===== config.mk =====
export PLATFORM = sky130hd
export DESIGN_NAME = dual_serial_regs
export DESIGN_NICKNAME = d
export VERILOG_FILES = /design/src/rtl/dsr_pkg.sv /design/src/rtl/dsr_chan_ctrl.sv /design/src/rtl/dsr_port_bits.sv /design/src/rtl/dual_serial_regs.sv
export SDC_FILE = /design/constraint.sdc
export NUM_CORES = 1
export LEC_CHECK = 0
export ABC_AREA = 1
export BUFFER_PORTS_ARGS = -buffer_cell sky130_fd_sc_hd__buf_4
export CAP_MARGIN = 0
export CORE_MARGIN = 5
export CORE_UTILIZATION = 52
export CTS_CLUSTER_DIAMETER = 80
export DETAILED_ROUTE_END_ITERATION = 10
export PLACE_DENSITY = 0.8
export SLEW_MARGIN = 5
export SYNTH_ARGS = -nofsm -noshare
export SYNTH_HDL_FRONTEND = slang
export SYNTH_SLANG_ARGS = --single-unit

===== constraint.sdc =====
create_clock -name clk -period 2.05 [get_ports clk]
set_clock_uncertainty 0.15 [all_clocks]
set_input_delay 0.3075 -clock clk [delete_from_list [all_inputs] [get_ports clk]]
set_output_delay 0.3075 -clock clk [all_outputs]
set_load 0.05 [all_outputs]

===== src/rtl/dsr_pkg.sv =====
package dsr_pkg;
  localparam int DW = 8;
  localparam int AW = 4;

  localparam logic [1:0] OFS_MODE = 2'd0;
  localparam logic [1:0] OFS_STAT_CLK = 2'd1;
  localparam logic [1:0] OFS_CMD = 2'd2;
  localparam logic [1:0] OFS_DATA = 2'd3;
  localparam logic [AW-1:0] ADDR_GPR = 4'hC;
  localparam logic [AW-1:0] ADDR_SET = 4'hE;
  localparam logic [AW-1:0] ADDR_CLR = 4'hF;

  typedef enum logic [1:0] {
    PTR_MR0 = 2'd0,
    PTR_MR1 = 2'd1,
    PTR_MR2 = 2'd2
  } mr_ptr_e;

  typedef struct packed {
    logic ptr_mr1;
    logic ptr_mr0;
    logic rx_rst;
    logic tx_rst;
    logic err_clr;
    logic brk_clr;
    logic brk_on;
    logic brk_off;
    logic rx_ext_set;
    logic rx_ext_clr;
    logic tx_ext_set;
    logic tx_ext_clr;
    logic tx_on;
    logic tx_off;
    logic rx_on;
    logic rx_off;
  } cmd_t;

  function automatic cmd_t decode_cmd(input logic [DW-1:0] c, input logic ext);
    cmd_t d;
    d = '0;
    d.tx_on = c[0];
    d.tx_off = c[1];
    d.rx_on = c[2];
    d.rx_off = c[3];
    case (c[7:4])
      4'h1: d.ptr_mr1 = 1'b1;
      4'h2: d.rx_rst = 1'b1;
      4'h3: d.tx_rst = 1'b1;
      4'h4: d.err_clr = 1'b1;
      4'h5: d.brk_clr = 1'b1;
      4'h6: d.brk_on = 1'b1;
      4'h7: d.brk_off = 1'b1;
      4'h8: d.rx_ext_set = 1'b1;
      4'h9: d.rx_ext_clr = 1'b1;
      4'hA: d.tx_ext_set = 1'b1;
      4'hB: begin
        if (ext) d.ptr_mr0 = 1'b1;
        else d.tx_ext_clr = 1'b1;
      end
      default: ;
    endcase
    return d;
  endfunction

  function automatic mr_ptr_e ptr_advance(input mr_ptr_e p);
    case (p)
      PTR_MR0: return PTR_MR1;
      default: return PTR_MR2;
    endcase
  endfunction

  // disable outranks enable, enable outranks an implied reset-disable
  function automatic logic en_next(input logic cur, input logic on, input logic off,
                                   input logic rst);
    if (off) return 1'b0;
    if (on) return 1'b1;
    if (rst) return 1'b0;
    return cur;
  endfunction
endpackage


===== src/rtl/dsr_chan_ctrl.sv =====
module dsr_chan_ctrl
  import dsr_pkg::*;
#(
  parameter bit EXT_VARIANT = 1'b1
) (
  input  logic          clk,
  input  logic          rst_n,
  input  logic          sel,
  input  logic [1:0]    reg_ofs,
  input  logic          wr,
  input  logic          rd,
  input  logic [DW-1:0] wdata,
  output logic [DW-1:0] mode0,
  output logic [DW-1:0] mode1,
  output logic [DW-1:0] mode2,
  output logic [DW-1:0] clksel,
  output logic [DW-1:0] mr_view,
  output logic [DW-1:0] tx_byte,
  output logic          tx_push,
  output logic          rx_pop,
  output logic          rx_en,
  output logic          tx_en,
  output logic          rx_ext,
  output logic          tx_ext,
  output logic          brk_hold,
  output logic          rx_rst_p,
  output logic          tx_rst_p,
  output logic          err_clr_p,
  output logic          brk_clr_p
);
  mr_ptr_e ptr;
  cmd_t    cmd;

  // named access events
  logic mr_acc, mr_wr, cmd_wr, csr_wr, txd_wr, rxd_rd;
  assign mr_acc = sel && (wr || rd) && (reg_ofs == OFS_MODE);
  assign mr_wr  = sel && wr && (reg_ofs == OFS_MODE);
  assign cmd_wr = sel && wr && (reg_ofs == OFS_CMD);
  assign csr_wr = sel && wr && (reg_ofs == OFS_STAT_CLK);
  assign txd_wr = sel && wr && (reg_ofs == OFS_DATA);
  assign rxd_rd = sel && rd && (reg_ofs == OFS_DATA);
  assign cmd    = decode_cmd(wdata, EXT_VARIANT);

  always_ff @(posedge clk) begin
    if (!rst_n) ptr <= PTR_MR1;
    else if (cmd_wr && cmd.ptr_mr1) ptr <= PTR_MR1;
    else if (cmd_wr && cmd.ptr_mr0) ptr <= PTR_MR0;
    else if (mr_acc) ptr <= ptr_advance(ptr);
  end

  generate
    if (EXT_VARIANT) begin : g_mr0
      always_ff @(posedge clk) begin
        if (!rst_n) mode0 <= '0;
        else if (mr_wr && ptr == PTR_MR0) mode0 <= wdata;
      end
    end else begin : g_no_mr0
      assign mode0 = '0;
    end
  endgenerate

  always_ff @(posedge clk) begin
    if (!rst_n) begin
      mode1  <= '0;
      mode2  <= '0;
      clksel <= '0;
      tx_byte <= '0;
    end else begin
      if (mr_wr && ptr == PTR_MR1) mode1 <= wdata;
      if (mr_wr && ptr == PTR_MR2) mode2 <= wdata;
      if (csr_wr) clksel <= wdata;
      if (txd_wr) tx_byte <= wdata;
    end
  end

  always_comb begin
    case (ptr)
      PTR_MR0: mr_view = mode0;
      PTR_MR1: mr_view = mode1;
      default: mr_view = mode2;
    endcase
  end

  always_ff @(posedge clk) begin
    if (!rst_n) begin
      rx_en <= 1'b0;
      tx_en <= 1'b0;
      rx_ext <= 1'b0;
      tx_ext <= 1'b0;
      brk_hold <= 1'b0;
    end else if (cmd_wr) begin
      rx_en <= en_next(rx_en, cmd.rx_on, cmd.rx_off, cmd.rx_rst);
      tx_en <= en_next(tx_en, cmd.tx_on, cmd.tx_off, cmd.tx_rst);
      if (cmd.rx_ext_set) rx_ext <= 1'b1;
      if (cmd.rx_ext_clr) rx_ext <= 1'b0;
      if (cmd.tx_ext_set) tx_ext <= 1'b1;
      if (cmd.tx_ext_clr) tx_ext <= 1'b0;
      if (cmd.brk_on) brk_hold <= 1'b1;
      if (cmd.brk_off) brk_hold <= 1'b0;
    end
  end

  always_ff @(posedge clk) begin
    if (!rst_n) begin
      rx_rst_p <= 1'b0;
      tx_rst_p <= 1'b0;
      err_clr_p <= 1'b0;
      brk_clr_p <= 1'b0;
      tx_push <= 1'b0;
      rx_pop <= 1'b0;
    end else begin
      rx_rst_p <= cmd_wr && cmd.rx_rst;
      tx_rst_p <= cmd_wr && cmd.tx_rst;
      err_clr_p <= cmd_wr && cmd.err_clr;
      brk_clr_p <= cmd_wr && cmd.brk_clr;
      tx_push <= txd_wr;
      rx_pop <= rxd_rd;
    end
  end

  AST_MR2_STICKY: assert property (@(posedge clk) disable iff (!rst_n)
    (ptr == PTR_MR2 && !cmd_wr) |=> (ptr == PTR_MR2));
  AST_MR1_ON_CMD: assert property (@(posedge clk) disable iff (!rst_n)
    (cmd_wr && wdata[7:4] == 4'h1) |=> (ptr == PTR_MR1));
  AST_DISABLE_WINS: assert property (@(posedge clk) disable iff (!rst_n)
    (cmd_wr && wdata[1]) |=> !tx_en);
  AST_RXRST_CAUSE: assert property (@(posedge clk) disable iff (!rst_n)
    rx_rst_p |-> $past(cmd_wr && wdata[7:4] == 4'h2));
  AST_BRK_SET: assert property (@(posedge clk) disable iff (!rst_n)
    (cmd_wr && wdata[7:4] == 4'h6) |=> brk_hold);
  AST_PUSH_CAUSE: assert property (@(posedge clk) disable iff (!rst_n)
    tx_push |-> $past(txd_wr));
endmodule


===== src/rtl/dsr_port_bits.sv =====
module dsr_port_bits
  import dsr_pkg::*;
(
  input  logic          clk,
  input  logic          rst_n,
  input  logic          wr,
  input  logic [AW-1:0] addr,
  input  logic [DW-1:0] wdata,
  output logic [DW-1:0] pins_n,
  output logic [DW-1:0] gpr
);
  logic [DW-1:0] opr;
  logic set_wr, clr_wr, gpr_wr;
  assign set_wr = wr && (addr == ADDR_SET);
  assign clr_wr = wr && (addr == ADDR_CLR);
  assign gpr_wr = wr && (addr == ADDR_GPR);

  always_ff @(posedge clk) begin
    if (!rst_n) begin
      opr <= '0;
      gpr <= '0;
    end else begin
      if (set_wr) opr <= opr | wdata;
      if (clr_wr) opr <= opr & ~wdata;
      if (gpr_wr) gpr <= wdata;
    end
  end

  assign pins_n = ~opr;

  AST_SET_STICKS: assert property (@(posedge clk) disable iff (!rst_n)
    set_wr |=> ((~pins_n & $past(wdata)) == $past(wdata)));
  AST_CLR_STICKS: assert property (@(posedge clk) disable iff (!rst_n)
    clr_wr |=> ((pins_n & $past(wdata)) == $past(wdata)));
  AST_GPR_HOLD: assert property (@(posedge clk) disable iff (!rst_n)
    !gpr_wr |=> $stable(gpr));
endmodule


===== src/rtl/dual_serial_regs.sv =====
module dual_serial_regs
  import dsr_pkg::*;
#(
  parameter bit EXT_VARIANT = 1'b1
) (
  input  logic                 clk,
  input  logic                 rst_n,
  input  logic [3:0]           bus_addr,
  input  logic                 bus_wr,
  input  logic                 bus_rd,
  input  logic [7:0]           bus_wdata,
  output logic [7:0]           bus_rdata,
  output logic                 bus_rvalid,
  input  logic [1:0][7:0]      chan_status,
  input  logic [1:0][7:0]      chan_rxbyte,
  output logic [1:0][7:0]      cfg_mode0,
  output logic [1:0][7:0]      cfg_mode1,
  output logic [1:0][7:0]      cfg_mode2,
  output logic [1:0][7:0]      cfg_clksel,
  output logic [1:0][7:0]      tx_byte,
  output logic [1:0]           tx_push,
  output logic [1:0]           rx_pop,
  output logic [1:0]           rx_enable,
  output logic [1:0]           tx_enable,
  output logic [1:0]           rx_ext,
  output logic [1:0]           tx_ext,
  output logic [1:0]           break_hold,
  output logic [1:0]           rx_rst_pulse,
  output logic [1:0]           tx_rst_pulse,
  output logic [1:0]           err_clr_pulse,
  output logic [1:0]           brk_clr_pulse,
  output logic [7:0]           port_pins_n
);
  localparam int NCH = 2;

  logic [NCH-1:0]         chan_sel;
  logic [NCH-1:0][DW-1:0] mr_view;
  logic [DW-1:0]          gpr;
  logic [DW-1:0]          rd_value;
  logic                   ch_idx;

  assign ch_idx = bus_addr[3];

  generate
    for (genvar g = 0; g < NCH; g++) begin : g_chan
      assign chan_sel[g] = !bus_addr[2] && (bus_addr[3] == g[0]);
      dsr_chan_ctrl #(.EXT_VARIANT(EXT_VARIANT)) u_chan (
        .clk      (clk),
        .rst_n    (rst_n),
        .sel      (chan_sel[g]),
        .reg_ofs  (bus_addr[1:0]),
        .wr       (bus_wr),
        .rd       (bus_rd),
        .wdata    (bus_wdata),
        .mode0    (cfg_mode0[g]),
        .mode1    (cfg_mode1[g]),
        .mode2    (cfg_mode2[g]),
        .clksel   (cfg_clksel[g]),
        .mr_view  (mr_view[g]),
        .tx_byte  (tx_byte[g]),
        .tx_push  (tx_push[g]),
        .rx_pop   (rx_pop[g]),
        .rx_en    (rx_enable[g]),
        .tx_en    (tx_enable[g]),
        .rx_ext   (rx_ext[g]),
        .tx_ext   (tx_ext[g]),
        .brk_hold (break_hold[g]),
        .rx_rst_p (rx_rst_pulse[g]),
        .tx_rst_p (tx_rst_pulse[g]),
        .err_clr_p(err_clr_pulse[g]),
        .brk_clr_p(brk_clr_pulse[g])
      );
    end
  endgenerate

  dsr_port_bits u_port (
    .clk   (clk),
    .rst_n (rst_n),
    .wr    (bus_wr),
    .addr  (bus_addr),
    .wdata (bus_wdata),
    .pins_n(port_pins_n),
    .gpr   (gpr)
  );

  always_comb begin
    rd_value = '0;
    if (!bus_addr[2]) begin
      case (bus_addr[1:0])
        OFS_MODE:     rd_value = mr_view[ch_idx];
        OFS_STAT_CLK: rd_value = chan_status[ch_idx];
        OFS_DATA:     rd_value = chan_rxbyte[ch_idx];
        default:      rd_value = '0;
      endcase
    end else if (bus_addr == ADDR_GPR) begin
      rd_value = gpr;
    end
  end

  always_ff @(posedge clk) begin
    if (!rst_n) begin
      bus_rdata <= '0;
      bus_rvalid <= 1'b0;
    end else begin
      bus_rvalid <= bus_rd;
      if (bus_rd) bus_rdata <= rd_value;
    end
  end

  AST_RVALID_FOLLOWS_RD: assert property (@(posedge clk) disable iff (!rst_n)
    bus_rvalid |-> $past(bus_rd));
  AST_SINGLE_PUSH: assert property (@(posedge clk) disable iff (!rst_n)
    $onehot0(tx_push));
endmodule


== Word-level counts from Yosys, hierarchy flattened ==
Index checks and enable logic that the tools add are counted.
Operators by class
  order comparisons: 1
  equality and inequality tests: 21
  multiplexer cells: 94
  bitwise operators: 6
  reduce and logical (&&, ||, !) cells: 69
Operators by type and width (count)
  $mux W8: 10
  $mux W1: 79
  $logic_and A1 B1 Y1: 41
  $pmux W8 S2: 2
  $eq A4 B4 Y1 const B: 7
  $pmux W8 S3: 1
  $reduce_and A2 Y1: 10
  $eq A4 B3 Y1 const B: 4
  $not A8 Y8: 2
  $reduce_bool A3 Y1: 4
  $reduce_bool A2 Y1: 5
  $and A8 B8 Y8: 1
  $eq A2 B2 Y1 const B: 4
  $eq A4 B2 Y1 const B: 2
  $or A8 B8 Y8: 1
  $eq A2 B1 Y1 const B: 3
  $logic_not A2 Y1: 3
  $reduce_or A3 Y1: 2
  $eq A4 B1 Y1 const B: 1
  $mux W2: 2
  $reduce_or A2 Y1: 2
  $lt A1 B2 Y1 const B: 1
  $not A1 Y1: 2
  $logic_not A1 Y1: 1
  $logic_or A1 B1 Y1: 1
Word-level totals
  register bits after elaboration: 131
  input bits: 48
  output and inout bits: 119
  logic and storage cells: 231

== Longest topological paths before layout ==
Gate-level depths: netlist of the first run.
  word-level depth: 16
  gate-level depth with buffers: 10
  depth with buffers taken out: 9

== By module ==
Synthesis of the first run repeated with hierarchy kept, for this count alone.
Unflattened totals
  cells, all modules: 949
  area total of the unflattened synthesis: 6432.4 um^2
By module, submodules not included
  dsr_chan_ctrl: instances 2, cells each 323, area each 2321.0 um^2, sequential area each 1061.0 um^2
  dual_serial_regs: instances 1, cells each 195, area each 1028.5 um^2, sequential area each 180.2 um^2
  dsr_port_bits: instances 1, cells each 108, area each 762.0 um^2, sequential area each 320.3 um^2

== Worst setup path after synthesis of the first run ==
OpenSTA, ideal clock, no wires.
  kind: input -> register
  start: input port bus_addr[0]
  end: register g_chan[0].u_chan.brk_hold
  setup time: 0.132 ns
  arrival time: 1.260 ns
  path slack: 0.508 ns
  cell stages on the path: 7
  path buffers: 1
  cell sequence: buf_4 inv_1 nand2_1 nor2_2 inv_1 nor4_1 nor3_1
On the way
  cells in the longest elaborated chain, start to end: 3
RTL lines
  start: declaration: line dual_serial_regs.sv:8  | input logic [3:0] bus_addr,
  $eq A2 B2 Y1: line dsr_chan_ctrl.sv:38  | assign cmd_wr = sel && wr && (reg_ofs == OFS_CMD);
  $logic_and A1 B1 Y1: line dsr_chan_ctrl.sv:38
  $reduce_and A2 Y1 (no line)
  end signal: assignment: line dsr_chan_ctrl.sv:90  | brk_hold <= 1'b0;
  end signal: assignment: line dsr_chan_ctrl.sv:98  | if (cmd.brk_on) brk_hold <= 1'b1;
  end signal: assignment: line dsr_chan_ctrl.sv:99  | if (cmd.brk_off) brk_hold <= 1'b0;
  end: declaration: line dsr_chan_ctrl.sv:25  | output logic brk_hold,
No other way between the ends.
A chain may end at the register's enable or synchronous reset.

==> results.yml, run 1 <==
die:
  dieWidth_um: 115
  boundaryPins: 167
  chipHeight_um: 115
  dieArea_um2: 13200
  num_rows: 38
  core_area_um2: 10800
  floorplan.initialDensity_pct: 52.8
global_route:
  use_met3_pct: 8.58
  grt_use_met1_pct: 32.5
  grt_max_degree: 64
  grt_pass1_wl_um: 27800
  grt_usage_pct: 26.8
  grt.busiest_layer: "met2"
  grt_pass1_vias: 5481
  antenna_found_initial: 0
  gr-usage-met2_pct: 45.4
  gr-total-overflow: 0
final_layout:
  syn_to_final_growth_pct: 32.0
  final_layout_size_suffix_gt1_share_pct: 25.1
  seq_area_um2: 2620
  multiInputGateArea_um2: 2330
  nNetsFinal: 982
  nFillCells: 941
  antenna_cells: 0
clocking:
  cts_root_buf: "clkbuf_8"
  cts_inserted_buffers: 17
  clk_path_buf_depth: 2
  cts_tree: "yes"
  clk_pin_slew_ps: 60
  postCtsSetupRepairBufs: 0
  cts_sinks: 131
  insertion_delay_ps: 520
  cts_max_level: 4
worst_setup_path:
  cp-end-kind: "register"
  r2r_start: "g_chan[0].u_chan.ptr[0]$_SDFFE_PP1P_"
  required_ps: 2370
  worstSetupPathType: "in -> reg"
  r2r_end: "g_chan[0].u_chan.mode1[1]$_SDFFE_PN0P_"
  cp_slowest_stage_delay_ps: 570
  critPathMaxFanout: 37
  ff2ff_path_depth: 5
  path_common_cell: "dlygate4sd3_1"
  crit_path_start_kind: "primary input"
  crit_slowest_cell: "dlygate4sd3_1"
  crit_family: "buffers and inverters"
  path_buf_inv: 4
  worstPathCellList: "dlygate4sd3_1 -> buf_4 -> buf_6 -> nand2_1 -> nor4_1 -> dlygate4sd3_1"
  crit_arrival_ps: 2170
  r2r_setup_slack_ps: 300
timing:
  fin_crit_sh_pct: 90.1
  slew_headroom_pct: 55.2
  hold_viol_final: 0
  rsz0062_at_grt: "no"
  setup-violations-final: 0
  worstMarginPinSlew_ps: 671
  fmax_mhz: 542
  post-route-min-period_ps: 1850
  maxSlewViolCount: 0
  tns_ps: 0
worst_hold_path:
  holdPathStages: 3
  min_to: "g_chan[0].u_chan.mode1[4]$_SDFFE_PN0P_"
  min_from: "bus_wdata[4]"
  hold_path_class: "in -> reg"
logic_synthesis:
  yosys_register_bits: 131
  async_flop_share_pct: 0
  synth_ff_type: "dfxtp_1"
  synth_cells: 788
  synth_area_per_cell_um2: 7.27
  yosysWarnings: 0
  synth_area_um2: 5730
  syn_nets: 836
  seq_area_frac_synth_pct: 45.8
  synth_edf_count: 0
  ys_types: 26
power_and_ir_drop:
  power_density_nw_per_um2: 801
  combPwrFrac_pct: 11.0
  internal_power_mw: 4.44
  swShare_pct: 26.7
  vdd_drop_max_v: 0.000489
  sequentialPowerShare_pct: 43.2
  power_mw: 6.06
  cellLeakagePower_nw: 3.35
  power_frac_clock_pct: 45.7
  p_sw_mw: 1.62
placed_design:
  place_congestion: 0.886
  portBuffers: 166
  hpwl_um: 12400
detailed_routing:
  routedWlPerCell_um: 16.5
  drt-total-wl_um: 17900
  dr.pass1.iters: 5
  ant_nets: 0
  vias: 5673
  drtIter0Drc: 446
  drcViolationCount: 0
  vias_per_cell: 5.22
run:
  cap_violations: 0
status:
  status: "finished, final reports clean"
## power groups by stage
stage | logic [mW] | clock network, mW | registers [mW]
floorplan | 0.293 | 0 | 2.78
CTS | 0.662 | 2.79 | 2.62
global route | 0.723 | 2.91 | 2.62
detailed placement | 0.646 | 0 | 2.67
finish | 0.669 | 2.77 | 2.62
global placement | 0.642 | 0 | 2.67
## worst register-to-register path: cells and delay by family, from the launching register on
kind	cells	cell delay, ps
buffers and inverters	1	130
and+or+nand+nor	2	550
DFF	1	470
AOI/OAI and AO/OA	2	320
## cell usage in the layout (no fill, tap or decap), types with 3 or more instances in the layout
cell,n
a21oi_1,128
buf_4,183
clkbuf_16,16
clkinv_2,3
clkinvlp_4,5
dfxtp_1,131
dlygate4sd3_1,8
inv_1,102
inv_2,4
nand2_1,95
nand3_1,36
nand4_1,3
nor2_1,51
nor2_2,3
nor2_4,6
nor3_1,10
nor4_1,6
o21ai_0,131
## repair_timing
| action | in CTS | in global routing |
|---|---|---|
| hold buffers | 8 | 0 |
| setup endpoints to repair | 0 | 14 |
| gates resized for setup | 0 | 4 |
| hold endpoints to repair | 27 | 0 |
## kinds of logic after synthesis
logic type,share of synthesized area [%]
buffers and inverters,13.7
AND/OR/NAND/NOR,16.6
flip-flops,45.8
AO/OA/AOI/OAI,23.9
## how the worst max path moves through the flow
stage / startpoint / depth (start not counted) / end
CTS: bus_addr[0] / 5 / g_chan[0].u_chan.rx_pop$_SDFF_PN0_
detailed placement: g_chan[0].u_chan.ptr[1]$_SDFFE_PP0P_ / 4 / g_chan[0].u_chan.mode0[5]$_SDFFE_PN0P_
finish: rst_n / 6 / g_chan[0].u_chan.rx_pop$_SDFF_PN0_
floorplan: bus_addr[0] / 7 / g_chan[0].u_chan.brk_hold$_SDFFE_PN0P_
global placement: g_chan[0].u_chan.ptr[1]$_SDFFE_PP0P_ / 4 / g_chan[0].u_chan.mode0[7]$_SDFFE_PN0P_
global route: rst_n / 6 / g_chan[0].u_chan.rx_pop$_SDFF_PN0_
## per-layer routing
metal	share of wire [%]	wire length (um)	vias up
met4	2.2	391	0
li1	-	-	2851
met3	10	1880	26
met1	40	7210	2557
met5	0	0	-
met2	47	8460	239
## metrics by stage
step	hold WS [ps]	utilization, %	cell area, um^2	instances	worst slack (ps)
2_1_floorplan	236	-	5730	788	508
6_report	31.6	69.7	7560	1086	204
4_1_cts	15.6	69.6	7550	1086	109
3_3_place_gp	283	63.9	6930	1047	194
3_5_place_dp	293	63.9	6930	1047	173
5_1_grt	36.4	69.7	7560	1086	18.6
## cells in the mapped netlist (6+ instances only)
cell | n | area, um^2
nor2_4 | 6 | 67.6
o21ai_0 | 131 | 656
nor3_1 | 10 | 50.1
nor2_1 | 52 | 195
nand2_1 | 97 | 364
a21oi_1 | 128 | 641
nand3_1 | 36 | 180
buf_4 | 27 | 203
dfxtp_1 | 131 | 2620
nor4_1 | 6 | 37.5
buf_2 | 14 | 70.1
clkbuf_1 | 24 | 90.1
inv_1 | 102 | 383
## state kept, by name, indices dropped and copies added, names as in the netlist, named ones only
| register | count |
|---|---|
| g_chan.u_chan.clksel | 16 |
| g_chan.u_chan.mode0 | 16 |
| g_chan.u_chan.mode1 | 16 |
| g_chan.u_chan.mode2 | 16 |
| g_chan.u_chan.tx_byte | 16 |
| bus_rdata | 8 |
| u_port.gpr | 8 |
| g_chan.u_chan.ptr | 4 |
| g_chan.u_chan.brk_clr_p | 2 |
| g_chan.u_chan.brk_hold | 2 |
| g_chan.u_chan.err_clr_p | 2 |
| g_chan.u_chan.rx_en | 2 |
| g_chan.u_chan.rx_ext | 2 |
| g_chan.u_chan.rx_pop | 2 |
| g_chan.u_chan.rx_rst_p | 2 |
| g_chan.u_chan.tx_en | 2 |
| g_chan.u_chan.tx_ext | 2 |
| g_chan.u_chan.tx_push | 2 |
| g_chan.u_chan.tx_rst_p | 2 |
| bus_rvalid | 1 |
## layout make-up
class	instances	share of cell area [%]
timing repair buffer	193	19.6
sequential	131	34.7
clock buffer	19	5.71
tap	140	2.32
multi-input combinational	482	30.8
clock inverter	12	1.44
inverter	109	5.44
No activity file was read; power rests on OpenSTA's default activity.
==> run 2: changes to the inputs <==
Settings changed: PLACE_DENSITY 0.8 to 0.79, SETUP_SLACK_MARGIN set to 0.05.
Clock period 2.05 ns to 2 ns, I/O delays scaled along.
==> run 2 against run 1 <==
Effect of this change:
- critical path depth decreased by 1
- sequential share of layout area decreased by 0.074 points
- combinational power increased by 2%
- via count increased by 1.4%
- cell count about the same
- utilization increased by 0.15 points
- sequential cell count unchanged
- power increased by 7.0%
- sequential power increased by 2%
- count of clock-buffer cells in the layout decreased by 1
- setup slack improved by 12 ps
- clock power increased by 13%
- largest cell class unchanged
- highest routed layer unchanged
==> results.yml, run 2 (synthesis gave the netlist of run 1 again) <==
power_and_ir_drop:
  vdd_drop_max_v: 0.000536
  internal_power_mw: 4.79
  cellLeakagePower_nw: 3.36
  power_frac_clock_pct: 48.1
  sequentialPowerShare_pct: 41.4
  swShare_pct: 26.1
  power_density_nw_per_um2: 855
  combPwrFrac_pct: 10.5
  p_sw_mw: 1.69
worst_setup_path:
  r2r_start: "g_chan[0].u_chan.ptr[0]$_SDFFE_PP1P_"
  crit_path_end: "g_chan[0].u_chan.rx_pop$_SDFF_PN0_"
  startpoint: "bus_addr[0]"
  critPathMaxFanout: 12
  ff2ff_path_depth: 5
  crit_arrival_ps: 2090
  r2r_setup_slack_ps: 270
  required_ps: 2310
  cp-end-kind: "register"
  crit_path_start_kind: "primary input"
  worstSetupPathType: "in -> reg"
  r2r_end: "g_chan[0].u_chan.mode1[1]$_SDFFE_PN0P_"
timing:
  setup-violations-final: 0
  fmax_mhz: 560
  worstMarginPinSlew_ps: 572
  maxSlewViolCount: 0
  fin_crit_sh_pct: 89.2
  rsz0062_at_grt: "no"
  slew_headroom_pct: 61.8
  tns_ps: 0
  post-route-min-period_ps: 1780
  hold_viol_final: 0
global_route:
  gr-total-overflow: 0
  grt_usage_pct: 27.0
  grt_pass1_wl_um: 28300
  antenna_found_initial: 0
  grt_pass1_vias: 5602
  grt_max_degree: 51
detailed_routing:
  vias_per_cell: 5.30
  routedWlPerCell_um: 16.4
  dr.pass1.iters: 7
  drcViolationCount: 0
  drt-total-wl_um: 17800
  drtIter0Drc: 447
  ant_nets: 0
  vias: 5751
placed_design:
  hpwl_um: 12500
  place_congestion: 0.903
  portBuffers: 166
  placedCellCount: 1048
run:
  cap_violations: 0
clocking:
  clk_pin_slew_ps: 60
  cts_tree: "yes"
  cts_inserted_buffers: 17
  cts_max_level: 4
  cts_sinks: 131
  insertion_delay_ps: 510
  cts_root_buf: "clkbuf_8"
  postCtsSetupRepairBufs: 0
  clk_path_buf_depth: 2
status:
  status: "finished, final reports clean"
die:
  dieArea_um2: 13200
  core_area_um2: 10800
  chipHeight_um: 115
  floorplan.initialDensity_pct: 52.8
  dieWidth_um: 115
  num_rows: 38
  boundaryPins: 167
final_layout:
  final_layout_size_suffix_gt1_share_pct: 25.4
  final_cell_mix: "buf_4 (186), o21ai_0 (131), dfxtp_1 (131)"
  mostFrequentLayoutCell: "buf_4"
  nNetsFinal: 980
  instances_no_fill: 1085
  nFillCells: 908
  syn_to_final_growth_pct: 32.3
  antenna_cells: 0
worst_hold_path:
  hold_path_class: "in -> reg"
[run 2: changes by cell type in the layout (fill, tap and decap cells not counted)]
cell,previous run,this run
buf_12,1,0
buf_4,183,186
buf_6,1,0
bufinv_16,1,3
clkbuf_8,2,1
clkinv_2,3,2
clkinvlp_4,5,3
dlygate4sd3_1,8,5
inv_6,1,4
nand2_1,95,94
nand2_2,2,3
[run 2: how the worst min path moves through the flow]
stage | cells after the start | slack, ps | end | from
2_1_floorplan | 1 | 230 | g_chan[0].u_chan.rx_pop$_SDFF_PN0_ | bus_addr[2]
3_3_place_gp | 2 | 280 | u_port.gpr[6]$_SDFFE_PN0P_ | u_port.gpr[6]$_SDFFE_PN0P_
3_5_place_dp | 2 | 290 | u_port.gpr[6]$_SDFFE_PN0P_ | u_port.gpr[6]$_SDFFE_PN0P_
4_1_cts | 3 | 2 | g_chan[1].u_chan.mode1[3]$_SDFFE_PN0P_ | bus_wdata[3]
5_1_grt | 4 | 20 | g_chan[1].u_chan.rx_en$_SDFFE_PN0P_ | bus_wdata[3]
6_report | 3 | 20 | g_chan[0].u_chan.mode1[3]$_SDFFE_PN0P_ | bus_wdata[3]
[run 2: cell type report]
| cell class | count | area, um^2 | share of cell area [%] |
|---|---|---|---|
| sequential | 131 | 2620 | 34.6 |
| multi-input combinational | 482 | 2330 | 30.7 |
| timing repair buffer | 191 | 1450 | 19.1 |
| clock buffer | 18 | 418 | 5.52 |
| inverter | 109 | 412 | 5.43 |
| clock inverter | 14 | 175 | 2.31 |
| tap | 140 | 175 | 2.31 |
[run 2: power by group through the flow]
stage	Sequential [mW]	Combinational (mW)	Clock (mW)
2_1_floorplan	2.84	0.300	0
3_3_place_gp	2.74	0.658	0
3_5_place_dp	2.74	0.664	0
4_1_cts	2.68	0.675	3.15
5_1_grt	2.69	0.739	3.28
6_report	2.68	0.680	3.12
[run 2: per-stage QoR]
step                      power (mW)  instance area [um^2]  utilization [%]  hold WS, ps  setup slack, ps
after floorplan                 3.14                  5730                -          229              466
after global placement          3.40                  6920             63.9          285              224
after global routing            6.70                  7580             69.9         22.3             79.0
final                           6.48                  7580             69.9         22.0              215
after detailed placement        3.40                  6920             63.9          290              157
after CTS                       6.51                  7570             69.8         1.90             56.9
[run 2: metal layers]
metal	up-vias	GRT usage [%]	share of wire [%]
li1	2846	-	-
met1	2575	33.2	40
met2	285	44.3	46
met3	45	8.26	11
met4	0	10.7	2.8
met5	-	0	0
[run 2: critical path: stages]
cell and delay, ps:
dlygate4sd3_1 530, buf_4 190, nand2_2 230, nor4_1 270
dlygate4sd3_1 580
[run 2: repair_timing]
action	4_1_cts	5_1_grt
hold endpoints to repair	13	0
gates resized for setup	0	4
endpoints found under the setup margin	0	17
hold buffers	5	0
==> run 3: changes to the inputs <==
Settings changed: CTS_BUF_LIST set to sky130_fd_sc_hd__clkbuf_16.
==> run 3 against run 2 <==
Effect of this change:
- clock power grew 2%
- first-iteration DRC count grew 14%
- highest routed layer unchanged
- hold slack gained 13 ps
- largest power group unchanged
- critical path depth grew 4
- wire length grew 0.28%
==> results.yml, run 3 (synthesis gave the netlist of run 1 again) <==
worst_setup_path:
  crit_arrival_ps: 1990
  worstSetupPathType: "in -> reg"
  crit_slowest_cell: "dlygate4sd3_1"
  cp-end-kind: "register"
  crit_path_start_kind: "primary input"
  cp_slowest_stage_delay_ps: 540
  critPathMaxFanout: 11
  required_ps: 2130
  path_common_cell: "buf_4"
  worstPathCellList: "dlygate4sd3_1 -> buf_4 -> inv_2 -> nand3_2 -> nor2_1 -> buf_4 -> inv_1 -> nor4_1 -> nor3_1"
status:
  status: "finished, final reports clean"
clocking:
  clk_path_buf_depth: 2
  cts_root_buf: "clkbuf_16"
  clk_pin_slew_ps: 60
  cts_sinks: 131
  cts_inserted_buffers: 17
  insertion_delay_ps: 410
  cts_max_level: 4
  cts_tree: "yes"
die:
  core_area_um2: 10800
  chipHeight_um: 115
  dieArea_um2: 13200
  boundaryPins: 167
  num_rows: 38
  dieWidth_um: 115
  floorplan.initialDensity_pct: 52.8
final_layout:
  nNetsFinal: 976
  instances_no_fill: 1081
  final_cell_mix: "buf_4 (185), o21ai_0 (131), dfxtp_1 (131)"
  final_layout_size_suffix_gt1_share_pct: 25.7
  nFillCells: 903
  antenna_cells: 0
  syn_to_final_growth_pct: 32.1
  seq_area_um2: 2620
  multiInputGateArea_um2: 2340
  mostFrequentLayoutCell: "buf_4"
global_route:
  gr-total-overflow: 0
  grt_pass1_vias: 5597
  grt_usage_pct: 27.1
  antenna_found_initial: 0
  grt_pass1_wl_um: 28300
  grt_max_degree: 51
detailed_routing:
  dr.pass1.iters: 5
  vias_per_cell: 5.32
  routedWlPerCell_um: 16.5
  ant_nets: 0
  drt-total-wl_um: 17800
  drtIter0Drc: 509
  drcViolationCount: 0
  vias: 5746
  route.met3.wl_um: 1860
  met1Wirelength_um: 7160
  top_layer: "met4"
  dr_wl_met2_um: 8220
placed_design:
  pre_cts_slack_ps: 157
  place_congestion: 0.903
  portBuffers: 166
  placedCellCount: 1048
  hpwl_um: 12500
timing:
  tns_ps: 0
  slew_headroom_pct: 59.1
  worstMarginPinSlew_ps: 613
  fin_crit_sh_pct: 93.1
  setup-violations-final: 0
  hold_viol_final: 0
  rsz0062_at_grt: "yes"
  fmax_mhz: 537
  post-route-min-period_ps: 1860
  worst_slack_ps: 139
  maxSlewViolCount: 0
power_and_ir_drop:
  power_density_nw_per_um2: 864
  vdd_drop_max_v: 0.000541
  cellLeakagePower_nw: 3.35
run:
  cap_violations: 0
worst_hold_path:
  hold_path_class: "in -> reg"
==> run 3: critical path: cells and delay by family <==
kind	cells	cell delay [ps]
buffers and inverters	5	1080
AND/OR/NAND/NOR	4	610
==> run 3: what timing repair did <==
item                                    CTS  global route
hold buffers                              1             0
resized for setup                         0             7
setup buffers                             0             0
hold endpoints to repair                  1             0
endpoints found under the setup margin    0            29
==> run 3: path summary, 6_finish.rpt <==
path / start / to / slack [ps] / cells after the start
worst min-delay path: bus_addr[0] / register / 30 / 2
worst max register to register: g_chan[0].u_chan.ptr[0]$_SDFFE_PP1P_ / g_chan[0].u_chan.mode1[1]$_SDFFE_PN0P_ / 270 / 5
worst max-delay path: bus_addr[2] / g_chan[1].u_chan.rx_ext$_SDFFE_PN0P_ / 140 / 9
worst min register to register: u_port.gpr[1]$_SDFFE_PN0P_ / u_port.gpr[1]$_SDFFE_PN0P_ / 300 / 2
==> run 3: stage by stage <==
stage | power [mW] | util, % | hold WS (ps) | area (um^2)
floorplan | 3.14 | - | 229 | 5730
global placement | 3.40 | 63.9 | 285 | 6920
detailed placement | 3.40 | 63.9 | 290 | 6920
CTS | 6.56 | 69.5 | 14.5 | 7540
global route | 6.76 | 69.8 | 27.5 | 7560
finish | 6.54 | 69.8 | 34.9 | 7560
==> run 3: metal layers <==
layer  vias up  global-route usage [%]
met5         -                       0
met4         0                    11.5
met3        50                    8.21
met2       278                    44.2
met1      2579                    33.2
li1       2839                       -
==> run 3: cell type report <==
type	count	area share, %
Sequential cell	131	34.7
Timing Repair Buffer	187	18.6
Inverter	109	5.44
Tap cell	140	2.32
Clock buffer	17	5.62
Multi-Input combinational cell	482	30.9
Clock inverter	15	2.37
==> run 3: report_power, final <==
| group | switching (mW) | leakage, nW | total (mW) | internal [mW] |
|---|---|---|---|---|
| Sequential | 0.0288 | 1.06 | 2.68 | 2.65 |
| Combinational | 0.461 | 2.00 | 0.678 | 0.217 |
| Clock | 1.21 | 0.292 | 3.18 | 1.97 |
| Total | 1.70 | 3.35 | 6.54 | 4.84 |
